<file path="config.mk">
export PLATFORM = sky130hd
export DESIGN_NAME = adc_echo_seq
export DESIGN_NICKNAME = d
export VERILOG_FILES = /design/src/rtl/adc_seq_pkg.sv /design/src/rtl/cnv_pacer.sv /design/src/rtl/burst_clk_gen.sv /design/src/rtl/echo_shift_in.sv /design/src/rtl/word_handoff.sv /design/src/rtl/adc_echo_seq.sv
export SDC_FILE = /design/constraint.sdc
export NUM_CORES = 1
export LEC_CHECK = 0
export BUFFER_PORTS_ARGS = -buffer_cell sky130_fd_sc_hd__clkbuf_2
export CAP_MARGIN = 20
export CORE_ASPECT_RATIO = 1.2
export CORE_MARGIN = 10
export CORE_UTILIZATION = 47
export CTS_BUF_LIST = sky130_fd_sc_hd__clkbuf_8
export CTS_CLUSTER_DIAMETER = 150
export DETAILED_ROUTE_END_ITERATION = 8
export PLACE_DENSITY = 0.67
export SLEW_MARGIN = 20
export SYNTH_ARGS = -nofsm -noshare
export SYNTH_HDL_FRONTEND = slang
export SYNTH_HIERARCHICAL = 1
export SYNTH_SLANG_ARGS = --single-unit
</file>
<file path="constraint.sdc">
create_clock -name clk -period 7.1 [get_ports clk]
set_clock_uncertainty 0.2 [all_clocks]
set_input_delay 1.42 -clock clk [delete_from_list [all_inputs] [get_ports clk]]
set_output_delay 1.42 -clock clk [all_outputs]
set_load 0.02 [all_outputs]
</file>
<file path="src/rtl/adc_seq_pkg.sv">
package adc_seq_pkg;

    localparam int unsigned WORD_W = 16;
    localparam int unsigned CNT_W  = 16;

    typedef logic [WORD_W-1:0] word_t;
    typedef logic [CNT_W-1:0]  cnt_t;

    typedef struct packed {
        cnt_t period;
        cnt_t pulse;
        cnt_t msb;
        cnt_t lock;
    } seq_cfg_t;

    typedef enum logic [2:0] {
        FLT_NONE,
        FLT_PULSE,
        FLT_PERIOD,
        FLT_MSB,
        FLT_FIT
    } cfg_fault_e;

    function automatic int unsigned burst_span(input int unsigned half);
        return 2 * WORD_W * half;
    endfunction

    function automatic cfg_fault_e cfg_check(input seq_cfg_t c,
                                             input int unsigned pw_max,
                                             input int unsigned period_max,
                                             input int unsigned span);
        logic [31:0] per, pw, msb, lck;
        per = 32'(c.period);
        pw  = 32'(c.pulse);
        msb = 32'(c.msb);
        lck = 32'(c.lock);
        if (pw == 32'd0 || pw > pw_max || pw >= per) return FLT_PULSE;
        if (per > period_max)                        return FLT_PERIOD;
        if (msb >= per)                              return FLT_MSB;
        if (msb + 32'd1 + span > per + lck)          return FLT_FIT;
        return FLT_NONE;
    endfunction

endpackage

</file>
<file path="src/rtl/cnv_pacer.sv">
module cnv_pacer
    import adc_seq_pkg::*;
(
    input  logic     clk,
    input  logic     rst,
    input  logic     run,
    input  seq_cfg_t cfg,
    output logic     active,
    output logic     cnv,
    output logic     burst_start
);
    cnt_t cnt;

    always_ff @(posedge clk) begin
        if (rst) begin
            active <= 1'b0;
        end else begin
            active <= run;
        end
    end

    always_ff @(posedge clk) begin
        if (rst || !active) begin
            cnt <= '0;
        end else if (cnt == cfg.period - cnt_t'(1)) begin
            cnt <= '0;
        end else begin
            cnt <= cnt + cnt_t'(1);
        end
    end

    assign cnv         = active && (cnt < cfg.pulse);
    assign burst_start = active && (cnt == cfg.msb);

    // a new pulse only ever starts at the top of a period
    p_cnv_starts_period_r1: assert property (@(posedge clk) disable iff (rst)
        $rose(cnv) |-> (cnt == '0));

endmodule

</file>
<file path="src/rtl/burst_clk_gen.sv">
module burst_clk_gen
    import adc_seq_pkg::*;
#(
    parameter int unsigned HALF = 2
) (
    input  logic clk,
    input  logic rst,
    input  logic active,
    input  logic start,
    output logic sclk
);
    localparam int unsigned HC_W = (HALF > 1) ? $clog2(HALF) : 1;
    localparam int unsigned PC_W = $clog2(WORD_W);

    logic            busy;
    logic [HC_W-1:0] hc;
    logic [PC_W-1:0] pc;

    always_ff @(posedge clk) begin
        if (rst || !active) begin
            busy <= 1'b0;
            sclk <= 1'b0;
            hc   <= '0;
            pc   <= '0;
        end else if (!busy) begin
            if (start) begin
                busy <= 1'b1;
                sclk <= 1'b1;
                hc   <= '0;
                pc   <= '0;
            end
        end else if (hc == HC_W'(HALF - 1)) begin
            hc   <= '0;
            sclk <= ~sclk;
            if (sclk) begin
                if (pc == PC_W'(WORD_W - 1)) begin
                    busy <= 1'b0;
                end else begin
                    pc <= pc + PC_W'(1);
                end
            end
        end else begin
            hc <= hc + HC_W'(1);
        end
    end

    // clock parked low whenever no burst is running
    p_sclk_idle_low_r4: assert property (@(posedge clk) disable iff (rst)
        !busy |-> !sclk);

endmodule

</file>
<file path="src/rtl/echo_shift_in.sv">
module echo_shift_in
    import adc_seq_pkg::*;
(
    input  logic  clk,
    input  logic  rst,
    input  logic  active,
    input  logic  echo_clk,
    input  logic  echo_dat,
    output logic  done,
    output word_t word
);
    localparam int unsigned BC_W = $clog2(WORD_W);

    logic            ck_s1, ck_s2, dat_s1;
    logic [BC_W-1:0] bc;
    word_t           sr;
    word_t           next_sr;

    assign next_sr = {sr[WORD_W-2:0], dat_s1};

    always_ff @(posedge clk) begin
        if (rst || !active) begin
            ck_s1  <= 1'b0;
            ck_s2  <= 1'b0;
            dat_s1 <= 1'b0;
            sr     <= '0;
            bc     <= '0;
            done   <= 1'b0;
            word   <= '0;
        end else begin
            ck_s1  <= echo_clk;
            ck_s2  <= ck_s1;
            dat_s1 <= echo_dat;
            done   <= 1'b0;
            if (ck_s1 && !ck_s2) begin
                sr <= next_sr;
                if (bc == BC_W'(WORD_W - 1)) begin
                    bc   <= '0;
                    done <= 1'b1;
                    word <= next_sr;
                end else begin
                    bc <= bc + BC_W'(1);
                end
            end
        end
    end

endmodule

</file>
<file path="src/rtl/word_handoff.sv">
module word_handoff
    import adc_seq_pkg::*;
(
    input  logic  clk,
    input  logic  rst,
    input  logic  active,
    input  logic  done,
    input  word_t word_in,
    input  logic  ready,
    output logic  valid,
    output word_t word_out
);
    logic first_pend;

    always_ff @(posedge clk) begin
        if (rst) begin
            first_pend <= 1'b1;
            valid      <= 1'b0;
            word_out   <= '0;
        end else begin
            if (!active) begin
                first_pend <= 1'b1;
            end
            if (active && done && first_pend) begin
                first_pend <= 1'b0;
                if (valid && ready) valid <= 1'b0;
            end else if (active && done && (!valid || ready)) begin
                valid    <= 1'b1;
                word_out <= word_in;
            end else if (valid && ready) begin
                valid <= 1'b0;
            end
        end
    end

    // an offered word stays put until taken
    p_hold_word_r9: assert property (@(posedge clk) disable iff (rst)
        (valid && !ready) |=> (valid && $stable(word_out)));

endmodule

</file>
<file path="src/rtl/adc_echo_seq.sv">
module adc_echo_seq
    import adc_seq_pkg::*;
#(
    parameter int unsigned HALF       = 2,
    parameter int unsigned PW_MAX     = 8,
    parameter int unsigned PERIOD_MAX = 1000
) (
    input  logic        clk,
    input  logic        rst,
    input  logic        en,
    input  logic [15:0] cfg_period,
    input  logic [15:0] cfg_pulse,
    input  logic [15:0] cfg_msb,
    input  logic [15:0] cfg_lock,
    output logic        cnv_o,
    output logic        sclk_o,
    input  logic        echo_clk_i,
    input  logic        echo_dat_i,
    output logic        cfg_err_o,
    output logic [15:0] word_o,
    output logic        valid_o,
    input  logic        ready_i
);
    localparam int unsigned SPAN = burst_span(HALF);

    seq_cfg_t   cfg;
    cfg_fault_e fault;
    logic       run, active, start, done;
    word_t      cap_word;

    assign cfg       = '{period: cfg_period, pulse: cfg_pulse, msb: cfg_msb, lock: cfg_lock};
    assign fault     = cfg_check(cfg, PW_MAX, PERIOD_MAX, SPAN);
    assign cfg_err_o = (fault != FLT_NONE);
    assign run       = en && !cfg_err_o;

    cnv_pacer u_pacer (
        .clk         (clk),
        .rst         (rst),
        .run         (run),
        .cfg         (cfg),
        .active      (active),
        .cnv         (cnv_o),
        .burst_start (start)
    );

    burst_clk_gen #(.HALF(HALF)) u_burst (
        .clk    (clk),
        .rst    (rst),
        .active (active),
        .start  (start),
        .sclk   (sclk_o)
    );

    echo_shift_in u_cap (
        .clk      (clk),
        .rst      (rst),
        .active   (active),
        .echo_clk (echo_clk_i),
        .echo_dat (echo_dat_i),
        .done     (done),
        .word     (cap_word)
    );

    word_handoff u_hand (
        .clk      (clk),
        .rst      (rst),
        .active   (active),
        .done     (done),
        .word_in  (cap_word),
        .ready    (ready_i),
        .valid    (valid_o),
        .word_out (word_o)
    );

    // an illegal setting silences the conversion pulse
    p_no_cnv_on_err_r6: assert property (@(posedge clk) disable iff (rst)
        cfg_err_o |=> !cnv_o);

endmodule

</file>
Yosys cells after proc, flatten, opt, wreduce, memory -nomap -nowiden --
Cells that the tools add are included.
Operators by class: $add $sub $neg 8, order comparisons 6, equal/unequal tests 8, multiplexer cells 41, bitwise logic cells 3, reduce and logical (&&, ||, !) cells 25
Operators by type and width (count):
- equality test 16 bit | 2
- greater-or-equal comparator 16 bit | 2
- two-way mux 1 bit | 27
- two-way mux 3 bit | 8
- two-way mux 4 bit | 6
- adder 17 x 7 -> 18 bit (second input constant) | 1
- greater-than comparator 18 x 17 -> 1 bit | 1
- adder 16 x 1 -> 17 bit (second input constant) | 1
- adder 16 x 16 -> 17 bit | 1
- adder 16 x 1 -> 16 bit (second input constant) | 1
- greater-than comparator 16 x 10 -> 1 bit (second input constant) | 1
- greater-than comparator 16 x 4 -> 1 bit (second input constant) | 1
- zero test 16 bit | 1
- less-than comparator 16 bit | 1
- subtractor 16 x 1 -> 16 bit (second input constant) | 1
- adder 4 x 1 -> 4 bit (second input constant) | 2
- equality test 4 bit (second input constant) | 2
- logical AND 1 bit | 8
- AND reduction 2 bit | 3
- zero test 1 bit | 4
- logical OR 1 bit | 4
- inequality test 2 x 1 -> 1 bit (second input constant) | 2
- inequality test 2 bit (second input constant) | 2
- AND reduction 4 bit | 1
- 5 further kinds | 8
Storage, ports and cells: register bits 81

Logic depth before layout (Yosys ltp) --
depth in word-level cells 17, gate-level depth with buffers 16

By module --
Netlist, hierarchy kept.
By module, submodules not included:
- adc_echo_seq | instances 1, cells each 272, area an instance 2090.8 sq um, sequential area each 0.0 sq um
- cnv_pacer | instances 1, cells each 229, area an instance 1786.7 sq um, sequential area each 340.3 sq um
- echo_shift_in | instances 1, cells each 171, area an instance 1480.2 sq um, sequential area each 780.7 sq um
- word_handoff | instances 1, cells each 77, area an instance 829.5 sq um, sequential area each 360.3 sq um
- burst_clk_gen | instances 1, cells each 37, area an instance 374.1 sq um, sequential area each 140.1 sq um

Worst setup path after synthesis --
Ideal clock, no wire load.
kind in2out, from input cfg_period[0], to output cfg_err_o, data arrival time 4654 ps, required time 5480 ps, path slack 826 ps, stages on the path 15, buffers on the path 0, cells stage by stage ha_1 > fa_1 > a21o_1 > a211oi_1 > o21bai_1 > o2111ai_1 > a32oi_1 > xnor2_1 > ha_1 > nand3_1 > or4_4 > o31a_1 > o21ai_1 > o32ai_1 > o211ai_1
On the way: longest elaborated chain between the ends 11
Ends and longest elaborated chain:
- from (decl) | RTL line adc_echo_seq.sv:11 | input logic [15:0] cfg_period,
- adder 16 x 16 -> 17 bit | RTL line adc_seq_pkg.sv:40 | if (msb + 32'd1 + span > per + lck) return FLT_FIT;
- greater-than comparator 18 x 17 -> 1 bit | RTL line adc_seq_pkg.sv:40
- two-way mux 1 bit (2 in series) | RTL line adc_seq_pkg.sv:40
- two-way mux 1 bit | RTL line adc_seq_pkg.sv:39 | if (msb >= per) return FLT_MSB;
- two-way mux 1 bit | RTL line adc_seq_pkg.sv:38 | if (per > period_max) return FLT_PERIOD;
- two-way mux 3 bit | RTL line adc_seq_pkg.sv:41 | return FLT_NONE;
- two-way mux 3 bit | RTL line adc_seq_pkg.sv:40
- two-way mux 3 bit | RTL line adc_seq_pkg.sv:39
- two-way mux 3 bit * | RTL line adc_seq_pkg.sv:38
- nonzero test 3 bit * | RTL line adc_echo_seq.sv:33 | assign cfg_err_o = (fault != FLT_NONE);
- to (decl) | RTL line adc_echo_seq.sv:19 | output logic cfg_err_o,
Mark *: on every way between the ends. The rest lies on a longest branch, timed or not. The select of a mux whose other input is x is not followed.

Final worst setup path --
Ends and elaborated chain as after synthesis.

==> reports/qor.txt <==
Area growth syn-to-layout - 10.95%
Arr. time, crit path - 5.20 ns
Leak - 0.002978 µW
Hold_ws - 0.2619 ns
Core footprint - 0.01376 mm²
Minimum clock period - 6.815 ns
Fin util - 0.5290
DRC Markers - 0
WL final - 16950 µm
Number of max-cap violations - 0
Starting density of the core - 0.4768
Worst-Margin Slew - 0.8919 ns
Root Buffer - clkbuf_8
Critical path class - primary input to output port
Startpoint types - primary input
Register area share after synthesis - 0.2471
Count leader, synth - ha_1
Vias - 5793
Sequential cell area - 0.001622 mm²
Synth cell types - 71
Cell area after layout - 0.007279 mm²
Max Slew Vio Count - 0
Layout cell share with drive strength beyond 1 - 0.1546
FP Rows - 47
Post-DP HPWL - 13490 µm
Grt total ovfl - 0
Overall Global Routing Usage - 0.1778
Wire per inst - 16.33 µm
Post-synthesis cell count - 786
Pre-antenna DRT Iters - 5
Mapped Nets - 942
Asr flop ratio synth - 0
TNS Setup - 0 ns
Warnings from Yosys - 6
DRT iter0 DRCs - 293
DIE AREA - 0.01911 mm²
Ranking of synthesized cells by area - dfxtp_1 (25%), ha_1 (16%), xnor2_1 (6.5%)
Max frequency - 0.1467 GHz
Via-per-instance ratio - 5.581
Final antenna-violating net count - 0
Hold crit path type - register to register
Fin crit share - 0.9599
First-pass GRT wire length - 27840 µm
VDD IR-drop max - 0.0001220 V
Initial antenna violation count - 0
Synth Register Bits - 81
RSZ-0062 raised after global routing - false
Clock transition at path regs - 0.09 ns
CTS tree - yes
Largest net degree at the start of global routing - 40
PD cells - 149.2 mW/mm²
Top cell type's share of synthesized area - 0.2471
Post-CTS setup buffer count - 0
Slew HR - 0.4034
Post-synth EDFFs - 0
Vias in the first global route - 5735
Critical Path Sink Type - output port
Synth top cells by count - ha_1 (85), dfxtp_1 (81), a21oi_1 (71)
Die W - 127.9 µm
CP Data Required Time - 5.48 ns
Clk buf depth - 2
Clk Latency, worst-skew pair - 0.37 ns
H-tree levels - 3
Status - completed
Final setup viols - 0
IO buf count - 89
Top FF cell, synth - dfxtp_1
Ports placed on the boundary - 90
Cell taking the most area after synthesis - dfxtp_1
Nets@finish - 1018
Crit path max fanout - 4
Multi-input gate area - 0.004581 mm²
Fillers - 1346
Post-place instance area - 0.007049 mm²
Mean area per synthesized cell - 8.348 µm²
TritonCTS sink count - 81
Die Height - 149.4 µm
Post-CTS sizing - 0
Final hold violations - 0
Synth Cell Area - 0.006561 mm²
CTS buffer count - 9
ANT cells - 0
Hold Buf Count CTS - 0
Routability cong. - 0.9552
flip-flops by register name, summed over array words and instances, names as in the netlist, 4 cells and up:
signal / flops
u_cap/word: 16
u_hand/word_out: 16
u_pacer/cnt: 16
u_cap/sr: 15
u_burst/pc: 4
u_cap/bc: 4
where the power goes:
group,total (µW),switching [µW],internal [µW],leakage (µW)
Combinational,244,138,107,0.00221
Clock,388,182,205,0.000117
Sequential,454,0.0000104,454,0.000652
cell type report:
type,instances,area share
Multi-Input combinational cell,635,0.6293
Inverter,42,0.02166
Timing Repair Buffer,93,0.06531
Sequential cell,81,0.2228
Tap cell,171,0.02939
Clock inverter,7,0.01461
Clock buffer,9,0.01702
cell families after synthesis:
family	share of synthesized area
simple gates	0.2435
compound gates	0.1501
fa+ha+maj	0.1651
flops	0.2471
xor+xnor	0.1041
buf+inv	0.05473
mux	0.03528
per-stage QoR:
stage / setup WS [ns] / std cells / power (µW)
3_5_place_dp: 0.2775 / 1022 / 707.2
5_1_grt: 0.02375 / 1038 / 1150
6_report: 0.2847 / 1038 / 1086
3_3_place_gp: 0.2911 / 1022 / 706.5
2_1_floorplan: 0.8263 / 786 / 622.9
4_1_cts: 0.2681 / 1038 / 1097
critical path, stage by stage:
cell	delay [ns]
clkbuf_2	0.10
ha_1	0.22
fa_1	0.41
a21o_1	0.19
a211oi_1	0.23
o21bai_1	0.18
o2111ai_1	0.35
a32oi_1	0.20
xnor2_1	0.16
ha_1	0.28
nand3_1	0.11
or4_4	0.57
o31a_1	0.31
o21ai_1	0.07
o32ai_1	0.10
o211ai_1	0.10
clkbuf_2	0.20
layout by cell type, fill, tap and decap left out, types with 5 or more instances in the layout:
cell / count
nand2b_1: 47
a21o_1: 10
mux2i_1: 22
clkbuf_2: 89
nand3_1: 35
xor2_1: 29
nand4_1: 15
o21ai_1: 7
clkbuf_8: 9
nor2_1: 46
nor3_1: 12
nand2_1: 66
nor4_1: 8
and3_1: 10
ha_1: 85
o21ai_0: 33
a21oi_1: 71
a211oi_1: 5
dfxtp_1: 81
xnor2_1: 49
nor2b_1: 8
inv_1: 42
nand3b_1: 6
per-layer routing:
| layer | part of all wire | vias to the layer above | track usage |
|---|---|---|---|
| li1 | - | 2952 | - |
| met1 | 0.42 | 2689 | 0.2047 |
| met2 | 0.50 | 132 | 0.3183 |
| met3 | 0.048 | 20 | 0.03149 |
| met4 | 0.023 | 0 | 0.06764 |
| met5 | 0 | - | 0 |
final timing paths:
check | start | to | slack, ns | cells after the start
worst max-delay path | cfg_period[0] | cfg_err_o | 0.28 | 17
worst min-delay path | u_cap/word[12] | u_hand/word_out[12] | 0.26 | 2
worst max register to register | u_pacer/cnt[2] | u_burst/pc[1] | 4.50 | 7
worst min register to register | u_cap/word[12] | u_hand/word_out[12] | 0.26 | 2
Power figures use the tool's default switching activity.
